==> config.mk <==
export PLATFORM = sky130hd
export DESIGN_NAME = dual_issue_gate
export DESIGN_NICKNAME = d
export VERILOG_FILES = /design/src/rtl/dip_pkg.sv /design/src/rtl/dip_slot_decode.sv /design/src/rtl/dip_hazard.sv /design/src/rtl/dip_counters.sv /design/src/rtl/dual_issue_gate.sv
export SDC_FILE = /design/constraint.sdc
export NUM_CORES = 1
export LEC_CHECK = 0
export BUFFER_PORTS_ARGS = -buffer_cell sky130_fd_sc_hd__buf_2
export CAP_MARGIN = 10
export CORE_MARGIN = 1
export CORE_UTILIZATION = 35
export CTS_CLUSTER_SIZE = 8
export DETAILED_ROUTE_END_ITERATION = 6
export GPL_TIMING_DRIVEN = 0
export SETUP_SLACK_MARGIN = 0.02
export SLEW_MARGIN = 20
export SYNTH_ARGS = -nofsm -noshare
export SYNTH_HDL_FRONTEND = slang
export SYNTH_HIERARCHICAL = 1
export SYNTH_SLANG_ARGS = --single-unit
==> constraint.sdc <==
create_clock -name clk -period 5.75 [get_ports clk]
set_input_delay 0.575 -clock clk [delete_from_list [all_inputs] [get_ports clk]]
set_output_delay 0.575 -clock clk [all_outputs]
set_load 0.01 [all_outputs]
==> src/rtl/dip_pkg.sv <==
package dip_pkg;
  typedef enum logic [2:0] {
    K_NOP = 3'd0,
    K_ALU = 3'd1,
    K_BR  = 3'd2,
    K_LD  = 3'd3,
    K_ST  = 3'd4
  } kind_e;

  // Slot roles are fixed: slot 0 arithmetic or branch, slot 1 memory.
  function automatic logic kind_fits(input logic slot, input logic [2:0] k);
    if (k == K_NOP) return 1'b1;
    if (!slot) return (k == K_ALU) || (k == K_BR);
    return (k == K_LD) || (k == K_ST);
  endfunction

  function automatic logic uses_a(input logic [2:0] k);
    return (k == K_ALU) || (k == K_BR) || (k == K_LD) || (k == K_ST);
  endfunction

  function automatic logic uses_b(input logic [2:0] k);
    return (k == K_ALU) || (k == K_BR) || (k == K_ST);
  endfunction

  // A register match that counts as a dependency; register 0 never does.
  function automatic logic reg_hit(input logic used, input logic [4:0] src,
                                   input logic [4:0] dst);
    return used && (dst != 5'd0) && (src == dst);
  endfunction
endpackage

==> src/rtl/dip_slot_decode.sv <==
module dip_slot_decode #(
  parameter bit SLOT = 1'b0
) (
  input  logic [2:0] kind,
  output logic       active,
  output logic       bad,
  output logic       rd_a,
  output logic       rd_b
);
  import dip_pkg::*;
  logic fits;
  assign fits   = kind_fits(SLOT, kind);
  assign bad    = !fits;
  assign active = fits && (kind != K_NOP);
  assign rd_a   = active && uses_a(kind);
  assign rd_b   = active && uses_b(kind);
endmodule

==> src/rtl/dip_hazard.sv <==
module dip_hazard #(
  parameter int REG_W = 5
) (
  input  logic [2:0]       s0_kind,
  input  logic [REG_W-1:0] s0_dst,
  input  logic [REG_W-1:0] s0_srca,
  input  logic [REG_W-1:0] s0_srcb,
  input  logic             s0_rd_a,
  input  logic             s0_rd_b,
  input  logic             s0_active,
  input  logic [REG_W-1:0] s1_srca,
  input  logic [REG_W-1:0] s1_srcb,
  input  logic             s1_rd_a,
  input  logic             s1_rd_b,
  input  logic             ex_ld_valid,
  input  logic [REG_W-1:0] ex_ld_dst,
  output logic             lu_hit0,
  output logic             lu_hit1,
  output logic             intra_hit
);
  import dip_pkg::*;
  logic s0_writes;
  assign s0_writes = s0_active && (s0_kind == K_ALU);

  assign lu_hit0 = ex_ld_valid &&
                   (reg_hit(s0_rd_a, s0_srca, ex_ld_dst) ||
                    reg_hit(s0_rd_b, s0_srcb, ex_ld_dst));
  assign lu_hit1 = ex_ld_valid &&
                   (reg_hit(s1_rd_a, s1_srca, ex_ld_dst) ||
                    reg_hit(s1_rd_b, s1_srcb, ex_ld_dst));
  assign intra_hit = s0_writes &&
                     (reg_hit(s1_rd_a, s1_srca, s0_dst) ||
                      reg_hit(s1_rd_b, s1_srcb, s0_dst));
endmodule

==> src/rtl/dip_counters.sv <==
module dip_counters #(
  parameter int CNT_W = 32
) (
  input  logic             clk,
  input  logic             rst_n,
  input  logic             inc0,
  input  logic             inc1,
  output logic [CNT_W-1:0] instr_count,
  output logic [CNT_W-1:0] cycle_count
);
  always_ff @(posedge clk) begin
    if (!rst_n) begin
      instr_count <= '0;
      cycle_count <= '0;
    end else begin
      instr_count <= instr_count + CNT_W'(inc0) + CNT_W'(inc1);
      cycle_count <= cycle_count + CNT_W'(1);
    end
  end
endmodule

==> src/rtl/dual_issue_gate.sv <==
module dual_issue_gate #(
  parameter int          REG_W    = 5,
  parameter int          PC_W     = 32,
  parameter int          CNT_W    = 32,
  parameter logic [31:0] RESET_PC = 32'h0
) (
  input  logic             clk,
  input  logic             rst_n,
  input  logic             pkt_valid,
  input  logic [2:0]       s0_kind,
  input  logic [REG_W-1:0] s0_dst,
  input  logic [REG_W-1:0] s0_srca,
  input  logic [REG_W-1:0] s0_srcb,
  input  logic [2:0]       s1_kind,
  input  logic [REG_W-1:0] s1_srca,
  input  logic [REG_W-1:0] s1_srcb,
  input  logic             ex_ld_valid,
  input  logic [REG_W-1:0] ex_ld_dst,
  output logic             issue0,
  output logic             issue1,
  output logic             stall,
  output logic             replay1,
  output logic             illegal,
  output logic [PC_W-1:0]  pc,
  output logic [CNT_W-1:0] instr_count,
  output logic [CNT_W-1:0] cycle_count
);
  localparam int          NSLOT     = 2;
  localparam logic [PC_W-1:0] PKT_BYTES = PC_W'(NSLOT * 4);

  logic [2:0]       kind_v [NSLOT];
  logic [NSLOT-1:0] act_v, bad_v, rda_v, rdb_v;

  assign kind_v[0] = s0_kind;
  assign kind_v[1] = s1_kind;

  for (genvar g = 0; g < NSLOT; g++) begin : g_slot
    dip_slot_decode #(.SLOT(g[0])) u_dec (
      .kind  (kind_v[g]),
      .active(act_v[g]),
      .bad   (bad_v[g]),
      .rd_a  (rda_v[g]),
      .rd_b  (rdb_v[g])
    );
  end

  // Named hazard events, brought out for the checker.
  logic lu_hit0, lu_hit1, intra_hit;
  dip_hazard #(.REG_W(REG_W)) u_haz (
    .s0_kind    (s0_kind),
    .s0_dst     (s0_dst),
    .s0_srca    (s0_srca),
    .s0_srcb    (s0_srcb),
    .s0_rd_a    (rda_v[0]),
    .s0_rd_b    (rdb_v[0]),
    .s0_active  (act_v[0]),
    .s1_srca    (s1_srca),
    .s1_srcb    (s1_srcb),
    .s1_rd_a    (rda_v[1]),
    .s1_rd_b    (rdb_v[1]),
    .ex_ld_valid(ex_ld_valid),
    .ex_ld_dst  (ex_ld_dst),
    .lu_hit0    (lu_hit0),
    .lu_hit1    (lu_hit1),
    .intra_hit  (intra_hit)
  );

  logic pending;     // slot 0 of the held packet has already issued
  logic split_now;

  always_comb begin
    issue0    = 1'b0;
    issue1    = 1'b0;
    stall     = 1'b0;
    replay1   = 1'b0;
    split_now = 1'b0;
    if (pkt_valid) begin
      if (pending) begin
        if (lu_hit1) stall = 1'b1;
        else begin
          issue1  = act_v[1];
          replay1 = 1'b1;
        end
      end else if (lu_hit0 || lu_hit1) begin
        stall = 1'b1;
      end else if (intra_hit) begin
        issue0    = 1'b1;
        stall     = 1'b1;
        split_now = 1'b1;
      end else begin
        issue0 = act_v[0];
        issue1 = act_v[1];
      end
    end
  end

  assign illegal = pkt_valid && (|bad_v);

  always_ff @(posedge clk) begin
    if (!rst_n) begin
      pending <= 1'b0;
      pc      <= RESET_PC[PC_W-1:0];
    end else begin
      if (pkt_valid) pending <= pending ? lu_hit1 : split_now;
      if (pkt_valid && !stall) pc <= pc + PKT_BYTES;
    end
  end

  dip_counters #(.CNT_W(CNT_W)) u_cnt (
    .clk        (clk),
    .rst_n      (rst_n),
    .inc0       (issue0),
    .inc1       (issue1),
    .instr_count(instr_count),
    .cycle_count(cycle_count)
  );
endmodule

**Word-level counts from Yosys, hierarchy flattened**

Index checks and enable logic that the tools add are counted.

- Word-level logic and storage cells: 97
- Register bits after elaboration: 97
- Output and inout port bits: 101

- Reductions and logical operators: 48
- Add/sub/neg operators: 4
- Muxes and demuxes: 27
- Equal/unequal tests: 14

Operators by type and width:

| operator | number |
|---|---|
| 32-bit by 1-bit adder with 32-bit output | 2 |
| 32-bit by 1-bit adder with 32-bit output (second input constant) | 1 |
| 32-bit by 4-bit adder with 32-bit output (second input constant) | 1 |
| 5-bit equality test | 6 |
| 1-bit two-way mux | 27 |
| 1-bit logical AND | 24 |
| 1-bit logical OR | 14 |
| 3-bit by 2-bit equality test with 1-bit output (second input constant) | 4 |
| 5-bit nonzero test | 2 |
| 3-bit by 1-bit equality test with 1-bit output (second input constant) | 2 |
| 3-bit equality test (second input constant) | 2 |
| 3-bit zero test | 2 |
| 3-bit nonzero test | 2 |
| 1-bit zero test | 3 |
| 2-bit OR reduction | 1 |

**Longest topological paths before layout**

Gate-level depths: netlist (run 1).

- Word-level depth: 17
- Mapped depth: 18
- Gate-level depth less buffers: 15

**Modules after synthesis**

The synthesis (run 1) kept the hierarchy.

By module, submodules not included:

| module | cells an instance | area each (um2) | instances |
|---|---|---|---|
| dip_counters | 351 | 3012.9 | 1 |
| dual_issue_gate | 169 | 1550.2 | 1 |
| dip_hazard | 55 | 430.4 | 1 |
| dip_slot_decode (g_slot[1].u_dec) | 6 | 51.3 | 1 |
| dip_slot_decode (g_slot[0].u_dec) | 5 | 36.3 | 1 |

**Worst setup path after synthesis (run 1)**

Ideal clock, no wire load.

- Path type: input -> register
- Start point: in ex_ld_dst[2]
- End point: reg u_cnt.instr_count[26]
- Data arrival time: 3940 ps
- Path buffers: 3
- Setup time: 72 ps
- Slack: 1738 ps
- Stages on the path: 17
- Cell sequence: clkbuf_1 -> or4_4 -> o21ai_2 -> a21oi_1 -> nand2b_1 -> nor3_1 -> o21a_1 -> inv_1 -> fa_1 -> inv_1 -> ha_1 -> and4_1 -> clkbuf_1 -> nand3_1 -> clkbuf_1 -> nor4_1 -> mux2i_1

- Word-level cells in the longest chain between the ends: 11
- Elaborated cells between the ends (all ways): 27
- Those cells by class: 2 x add/sub; 4 x eq/ne; 7 x mux; 14 x reduce/logical

Ends and longest elaborated chain:

| element | RTL line | RTL |
|---|---|---|
| from (decl) | dual_issue_gate.sv:18 | `input logic [REG_W-1:0] ex_ld_dst,` |
| 5-bit nonzero test | dip_pkg.sv:28 | `return used && (dst != 5'd0) && (src == dst);` |
| 1-bit logical AND (2 in series) | dip_pkg.sv:28 |  |
| 1-bit logical OR * | dip_hazard.sv:29 | `(reg_hit(s1_rd_a, s1_srca, ex_ld_dst) \|\|` |
| 1-bit logical AND * | dip_hazard.sv:28 | `assign lu_hit1 = ex_ld_valid &&` |
| net lu_hit1 | dual_issue_gate.sv:48 | `logic lu_hit0, lu_hit1, intra_hit;` |
| 1-bit logical OR * | dual_issue_gate.sv:84 | `end else if (lu_hit0 \|\| lu_hit1) begin` |
| 1-bit two-way mux * | dual_issue_gate.sv:84 |  |
| 1-bit two-way mux * | dual_issue_gate.sv:78 | `if (pending) begin` |
| 1-bit two-way mux * | dual_issue_gate.sv:77 | `if (pkt_valid) begin` |
| net issue0 | dual_issue_gate.sv:19 | `output logic issue0,` |
| 32-bit by 1-bit adder with 32-bit output * (2 in series) | dip_counters.sv:16 | `instr_count <= instr_count + CNT_W'(inc0) + CNT_W'(inc1);` |
| to (signal assigned) | dip_counters.sv:16 |  |
| to (decl) | dip_counters.sv:8 | `output logic [CNT_W-1:0] instr_count,` |

Mark *: on every way through the listed nets, which the timed path passes. The rest lies on a longest branch.
A chain may end at the register's enable or synchronous reset.

**Worst setup path in the final report (run 1)**

- Start point: in s0_kind[1]
- End point: reg u_cnt.instr_count[26]

- Elaborated cells between the ends (all ways): 36
- Those cells by class: 2 x add/sub; 4 x eq/ne; 11 x mux; 19 x reduce/logical

RTL lines:

| element | RTL line | RTL |
|---|---|---|
| from (decl) | dual_issue_gate.sv:10 | `input logic [2:0] s0_kind,` |
| 3-bit by 2-bit equality test with 1-bit output (tied with other cells) | dip_pkg.sv:14 | `return (k == K_LD) \|\| (k == K_ST);` |
| 1-bit logical OR (on tied branches) | dip_pkg.sv:14, dip_pkg.sv:13 |  |
| 1-bit two-way mux | dip_pkg.sv:14 |  |
| 1-bit two-way mux | dip_pkg.sv:13 | `if (!slot) return (k == K_ALU) \|\| (k == K_BR);` |
| 1-bit logical AND * | dip_slot_decode.sv:14 | `assign active = fits && (kind != K_NOP);` |
| net act_v[0] | dual_issue_gate.sv:32 | `logic [NSLOT-1:0] act_v, bad_v, rda_v, rdb_v;` |
| 1-bit logical AND * | dip_hazard.sv:23 | `assign s0_writes = s0_active && (s0_kind == K_ALU);` |
| 1-bit logical AND * | dip_hazard.sv:31 | `assign intra_hit = s0_writes &&` |
| net intra_hit | dual_issue_gate.sv:48 |  |
| 1-bit two-way mux | dual_issue_gate.sv:86 | `end else if (intra_hit) begin` |
| 1-bit two-way mux | dual_issue_gate.sv:84 |  |
| 1-bit two-way mux | dual_issue_gate.sv:78 |  |
| 1-bit two-way mux | dual_issue_gate.sv:77 |  |
| 32-bit by 1-bit adder with 32-bit output | dip_counters.sv:16 |  |
| 32-bit by 1-bit adder with 32-bit output * | dip_counters.sv:16 |  |

Marked as above.

==> summary.txt, run 1 <==
Logic synthesis
  • Commonest cells post-synth: dfxtp_1 (94), xor2_1 (49), nand2_1 (43)
  • Count leader, synth: dfxtp_1
  • Syn_area_per_cell: 8.671 um^2
  • Sequential-to-total area share from yosys stat: 0.3704
  • Top_reg_cell synth: dfxtp_1
  • Synth top area cells: dfxtp_1 (37%), xor2_1 (8.4%), xnor2_1 (4.7%)
  • Synth unique cells: 54
  • Synth Instances: 586
  • Area share of the largest cell type after synthesis: 0.3704
  • Synthesized flop and latch total: 94
  • Ys async rst share: 0
  • Area leader, netlist: dfxtp_1
  • Synthesized area: 5081 um^2
  • Ys Warns: 6
  • Post-synth EDFFs: 0

CTS
  • Clk buf depth: 2
  • Resize count post-CTS: 0
  • Setup bufs post-CTS: 0
  • Root buf cell: clkbuf_16
  • H-tree levels: 3
  • Clock sinks: 94
  • CTS tree: yes
  • Clk slew on worst S/H paths: 0.07 ns
  • CTS Buf Count: 9
  • Worst skew pair latency: 0.35 ns
  • Hold_buf cts: 0

Placement
  • Placed standard-cell area: 5974 um^2
  • Detailed Place HPWL: 10,160 um
  • Place WS: 1.158 ns
  • Final Wtd Congestion: 0.8821
  • DP Cell Count: 900
  • Port Buffers: 132

Routing
  • DR pass1 iterations: 4
  • Vias: 4,771
  • Avg Vias per Cell: 5.209
  • Routed wire length: 13,410 um
  • DR WL/cell: 14.64 um
  • Final ANT Viol Nets: 0
  • DRC errors left: 0
  • Initial DRC count: 241

Power
  • Clock network power share: 0.452
  • Combinational power share: 0.069
  • Power density cells: 220.1 nW/um^2
  • Pint: 0.001045 W
  • Sw Ratio: 0.2444
  • Sequential Power Share: 0.478
  • Lkg Pwr: 2.590 nW
  • VDD IR-drop max: 0.1441 mV
  • NetSw: 0.0003380 W

Critical path
  • CP bufs+invs: 5
  • Type of origin of the critical path: input pin
  • Slowest-stage cell, CP: fa_1
  • Worst setup EP type: flop
  • Delay-heaviest family, CP: simple AND/OR/NAND/NOR gates
  • Crit Path Class: input pin to flop
  • CP required: 6.03 ns
  • CP Cell Sequence: buf_2 > xnor2_1 > nor2_1 > nor4bb_1 > o21ai_0 > a21oi_1 > o21a_1 > inv_1 > fa_1 > inv_1 > ha_1 > and4_1 > clkbuf_1 > nand3_1 > clkbuf_1 > nor4_1 > mux2i_1
  • Crit path arrival time: 4.55 ns
  • Slowest cell delay on critical path: 0.41 ns
  • Crit Path Max Fanout: 10

STA
  • Final Hold Slack: 0.4734 ns
  • Max-slew violations: 0
  • Clock Skew: 0.01075 ns
  • Worst Tran Pin Value: 0.7417 ns
  • Period utilization: 0.7434
  • Final min period: 4.275 ns
  • Unrepaired setup endpoints after global routing: false
  • Endpoints failing hold: 0
  • Max Clk Rate: 233.9 MHz
  • Final setup violating endpoints: 0
  • Worst relative slew slack: 0.5010
  • Fin Setup TNS: 0 ns
  • PnR worst setup slack: 1.475 ns

Final layout
  • Number of diodes: 0
  • # fillers: 1,407
  • Design area: 6285 um^2
  • Final #Nets: 775
  • Share of layout cells above drive strength 1: 0.2378
  • Post-Layout Cell Count: 916
  • Area Overhead vs Synth: 23.69%

Floorplanning
  • Initial Utilization: 0.3618
  • I/O Pins: 141
  • Die X: 122.5 um
  • Die span in y: 122.5 um
  • Num rows: 43
  • Die area: 15,000 um^2
  • Core box area: 14,040 um^2

Global route
  • Largest net degree at the start of global routing: 19
  • Gr usage total: 0.1840
  • First-pass GRT wire length: 21,660 um
  • Grt ovf: 0
  • Vias in the first global route: 4,494
  • Initial antenna violation count: 0

Hold path
  • Hold Crit Class: flop to flop

Status
  • Status: finished, final reports clean

Job
  • Max cap viols: 0
power groups by stage:
stage / Combinational (W) / Sequential, W / Clock [W]
after floorplan: 0.0000548 / 0.000678 / 0
after global placement: 0.0000933 / 0.000677 / 0
after detailed placement: 0.0000966 / 0.000677 / 0
after CTS: 0.0000969 / 0.000662 / 0.000647
after global routing: 0.000106 / 0.000663 / 0.000677
final: 0.0000959 / 0.000662 / 0.000626
cell families after synthesis:
group,after synthesis,synth area share
flops,94,0.3704
simple gates,276,0.3199
mux,13,0.02561
buf+inv,45,0.04358
xor+xnor,76,0.1310
compound gates,77,0.09752
fa+ha+maj,4,0.01133
other cells,1,0.0007380
metrics by stage:
step	util	total power [W]
finish	0.4476	0.001383
global route	0.4476	0.001446
CTS	0.4476	0.001406
detailed placement	0.4255	0.0007736
global placement	0.4255	0.0007702
floorplan	-	0.0007331
registers in the layout (all words and copies together), names as in the netlist:
register           cells
u_cnt/cycle_count     32
u_cnt/instr_count     32
pc                    29
pending                1
worst paths after layout:
check	to	start	depth (start not counted)	slack (ns)
worst max-delay path	u_cnt/instr_count[26]	s0_kind[1]	17	1.48
worst max register to register	u_cnt/instr_count[26]	pending	12	2.52
worst min register to register	pc[31]	pc[31]	2	0.47
worst min-delay path	pc[31]	pc[31]	2	0.47
area by class of cell:
class | count | area (um^2) | area share
Inverter | 14 | 52.55 | 0.008362
Timing Repair Buffer | 132 | 660.6 | 0.1051
Clock buffer | 9 | 225.2 | 0.03584
Tap cell | 180 | 225.2 | 0.03584
Clock inverter | 7 | 85.08 | 0.01354
Sequential cell | 94 | 1882 | 0.2994
Multi-Input combinational cell | 449 | 2985 | 0.4750
Buffer | 31 | 168.9 | 0.02688
worst register-to-register path, delay by kind of cell, from the launching register on:
kind                     cells  cell delay, ns
adder cells (fa/ha/maj)      2            0.61
multiplexers                 1            0.21
flip-flops                   1            0.34
AO/OA/AOI/OAI                1            0.19
AND/OR/NAND/NOR              4            1.11
buffers and inverters        4            0.71
routing by layer:
layer	vias up	global-route usage	part of all wire
met3	18	0.05576	0.057
met1	2256	0.2218	0.44
met2	116	0.3111	0.49
met4	0	0.05869	0.014
li1	2381	-	-
met5	-	0	0
cell usage in the layout (no fill, tap or decap), types with 5 or more instances in the layout:
master     instances
nor4_1            23
nand3_1           37
mux2i_1           13
inv_1             14
or4_1             17
nand2b_1          13
or3_1             13
nand4_1           20
o21ai_0           13
nor2_1            33
xnor2_1           27
clkbuf_1          17
and3_1            10
buf_2            134
o21a_1             5
o31ai_1           16
xor2_1            49
nor3_1            10
clkbuf_16          9
and2_1            28
buf_4              5
and4_1             8
a21oi_1           27
nand2_1           43
dfxtp_1           94
No activity file was read; power rests on OpenSTA's default activity.
==> run 2: changes to the inputs <==
Clock period 5.75 ns to 3.5 ns, I/O delays scaled along.
==> summary.txt, run 2 (synthesis gave the netlist of run 1 again) <==
STA
  • Unrepaired setup endpoints after global routing: true
  • Worst relative slew slack: 0.4518 (-0.04919)
  • Period utilization: 0.9619
  • Worst Tran Pin Value: 0.8148 ns (+0.07311 ns)
  • Final min period: 3.367 ns
  • Final setup violating endpoints: 0 (unchanged)
  • Max-slew violations: 0 (unchanged)
  • Max Clk Rate: 297.0 MHz
  • Endpoints failing hold: 0 (unchanged)
  • Final Hold Slack: 0.4181 ns (-0.05532 ns)
  • Fin Setup TNS: 0 ns (unchanged)
  • Clock Skew: 0.01126 ns (+0.0005106 ns)

Placement
  • Placed standard-cell area: 6036 um^2 (+1.0%)
  • Final Wtd Congestion: 0.8902 (+0.92%)
  • Port Buffers: 132 (unchanged)
  • Detailed Place HPWL: 10,210 um (+0.50%)

Routing
  • Avg Vias per Cell: 5.227 (+0.36%)
  • Initial DRC count: 217 (-10%)
  • DR WL/cell: 14.63 um (about the same)
  • Routed wire length: 13,400 um (about the same)
  • DRC errors left: 0 (unchanged)
  • Vias: 4,788 (+0.36%)
  • DR pass1 iterations: 4 (unchanged)
  • Final ANT Viol Nets: 0 (unchanged)

Status
  • Status: finished, final reports clean

Final layout
  • Final #Nets: 776 (+0.13%)
  • Design area: 6361 um^2 (+1.2%)
  • Number of diodes: 0 (unchanged)
  • # fillers: 1,387 (-1.4%)
  • Commonest non-fill, non-tap cells in the layout: buf_2 (135), dfxtp_1 (94), xor2_1 (49)
  • Area Overhead vs Synth: 25.19%
  • Commonest non-fill, non-tap cell in the layout: buf_2
  • Post-layout util: 0.4530 (+0.005435)
  • Top Registers: u_cnt/cycle_count (32), u_cnt/instr_count (32), pc (29)
  • Share of layout cells above drive strength 1: 0.2622 (+0.02446)

CTS
  • Root buf cell: clkbuf_16
  • Clock sinks: 94 (unchanged)
  • H-tree levels: 3 (unchanged)
  • Clk slew on worst S/H paths: 0.07 ns (about the same)
  • CTS Buf Count: 9 (unchanged)
  • Clk buf depth: 2 (unchanged)
  • Worst skew pair latency: 0.35 ns (about the same)
  • CTS tree: yes

Global route
  • Met2 Use GR: 0.2978 (-0.01334)
  • Most Crowded Layer GR: met2
  • First-pass GRT wire length: 21,590 um (-0.32%)
  • Initial antenna violation count: 0 (unchanged)
  • Met3 usage: 0.04136 (-0.01441)
  • Met1 Use GR: 0.2266 (+0.004748)
  • Largest net degree at the start of global routing: 17 (-2)
  • Gr usage total: 0.1831 (-0.0009287)
  • Grt ovf: 0 (unchanged)
  • Vias in the first global route: 4,481 (-0.29%)

Critical path
  • Crit path arrival time: 3.65 ns (-0.90 ns)
  • Type of origin of the critical path: input pin
  • Worst setup EP type: flop
  • Crit Path Class: input pin to flop
  • Crit Path Max Fanout: 10 (unchanged)
  • CP required: 3.78 ns (-2.25 ns)

Floorplanning
  • I/O Pins: 141 (unchanged)
  • Initial Utilization: 0.3618 (unchanged)
  • Core box area: 14,040 um^2 (unchanged)
  • Num rows: 43 (unchanged)
  • Die X: 122.5 um (unchanged)
  • Die area: 15,000 um^2 (unchanged)
  • Die span in y: 122.5 um (unchanged)

Hold path
  • Hold Crit Class: input pin to flop

Power
  • VDD IR-drop max: 0.2660 mV (+85%)
  • Lkg Pwr: 2.593 nW (+0.14%)
  • Power density cells: 345.0 nW/um^2 (+57%)

Job
  • Max cap viols: 0 (unchanged)
-- run 2: area by class of cell --
| cell class | instances | area, um^2 | share of cell area |
|---|---|---|---|
| inverter | 14 | 52.55 | 0.008261 |
| clock inverter | 5 | 42.54 | 0.006688 |
| tap | 180 | 225.2 | 0.03541 |
| buffer | 31 | 185.2 | 0.02911 |
| sequential | 94 | 1882 | 0.2958 |
| clock buffer | 10 | 239.0 | 0.03757 |
| multi-input combinational | 449 | 3067 | 0.4821 |
| timing repair buffer | 133 | 668.1 | 0.1050 |
-- run 2: what timing repair did --
item                                    4_1_cts  5_1_grt
hold buffers                                  0        0
pin swaps                                     1        0
setup buffers                                 1        0
endpoints found under the hold margin         0        0
endpoints found under the setup margin        9       15
resized for setup                             1       10
-- run 2: power breakdown --
part,switching [W],total [W],internal [W]
clock network,0.000437,0.000945,0.000508
logic,0.0000901,0.000162,0.0000715
registers,0.0000112,0.00109,0.00108
total,0.000538,0.00219,0.00166
-- run 2: layer usage --
layer | vias to the layer above | routed length, um
met5 | - | 0
met4 | 0 | 373
met3 | 28 | 674
met2 | 114 | 6366
met1 | 2266 | 5987
li1 | 2380 | -
-- run 2: worst max-delay path, stage by stage --
cell	delay [ns]
clkbuf_2	0.15
or4_4	0.50
o21ai_2	0.20
a21oi_2	0.09
nand2b_4	0.16
nor3_2	0.20
o21a_1	0.16
inv_1	0.05
fa_2	0.35
inv_2	0.08
ha_4	0.13
and4_1	0.19
clkbuf_4	0.18
nand3_4	0.11
clkbuf_8	0.20
nor4_2	0.32
mux2i_1	0.21
-- run 2: through the flow --
step	std cells	total power [W]	setup WS [ns]
5_1_grt	916	0.002291	-0.01317
6_report	916	0.002194	0.1335
3_3_place_gp	900	0.001268	-0.5146
2_1_floorplan	588	0.001207	0.02523
4_1_cts	916	0.002230	0.05502
3_5_place_dp	900	0.001274	-0.5478
-- run 2: final timing paths --
path	from	end	slack, ns	cells past startpoint
max	ex_ld_dst[2]	u_cnt/instr_count[30]	0.13	17
min reg2reg	u_cnt/instr_count[31]	u_cnt/instr_count[31]	0.48	2
max reg2reg	pending	u_cnt/instr_count[30]	0.82	12
min	rst_n	u_cnt/instr_count[31]	0.42	3
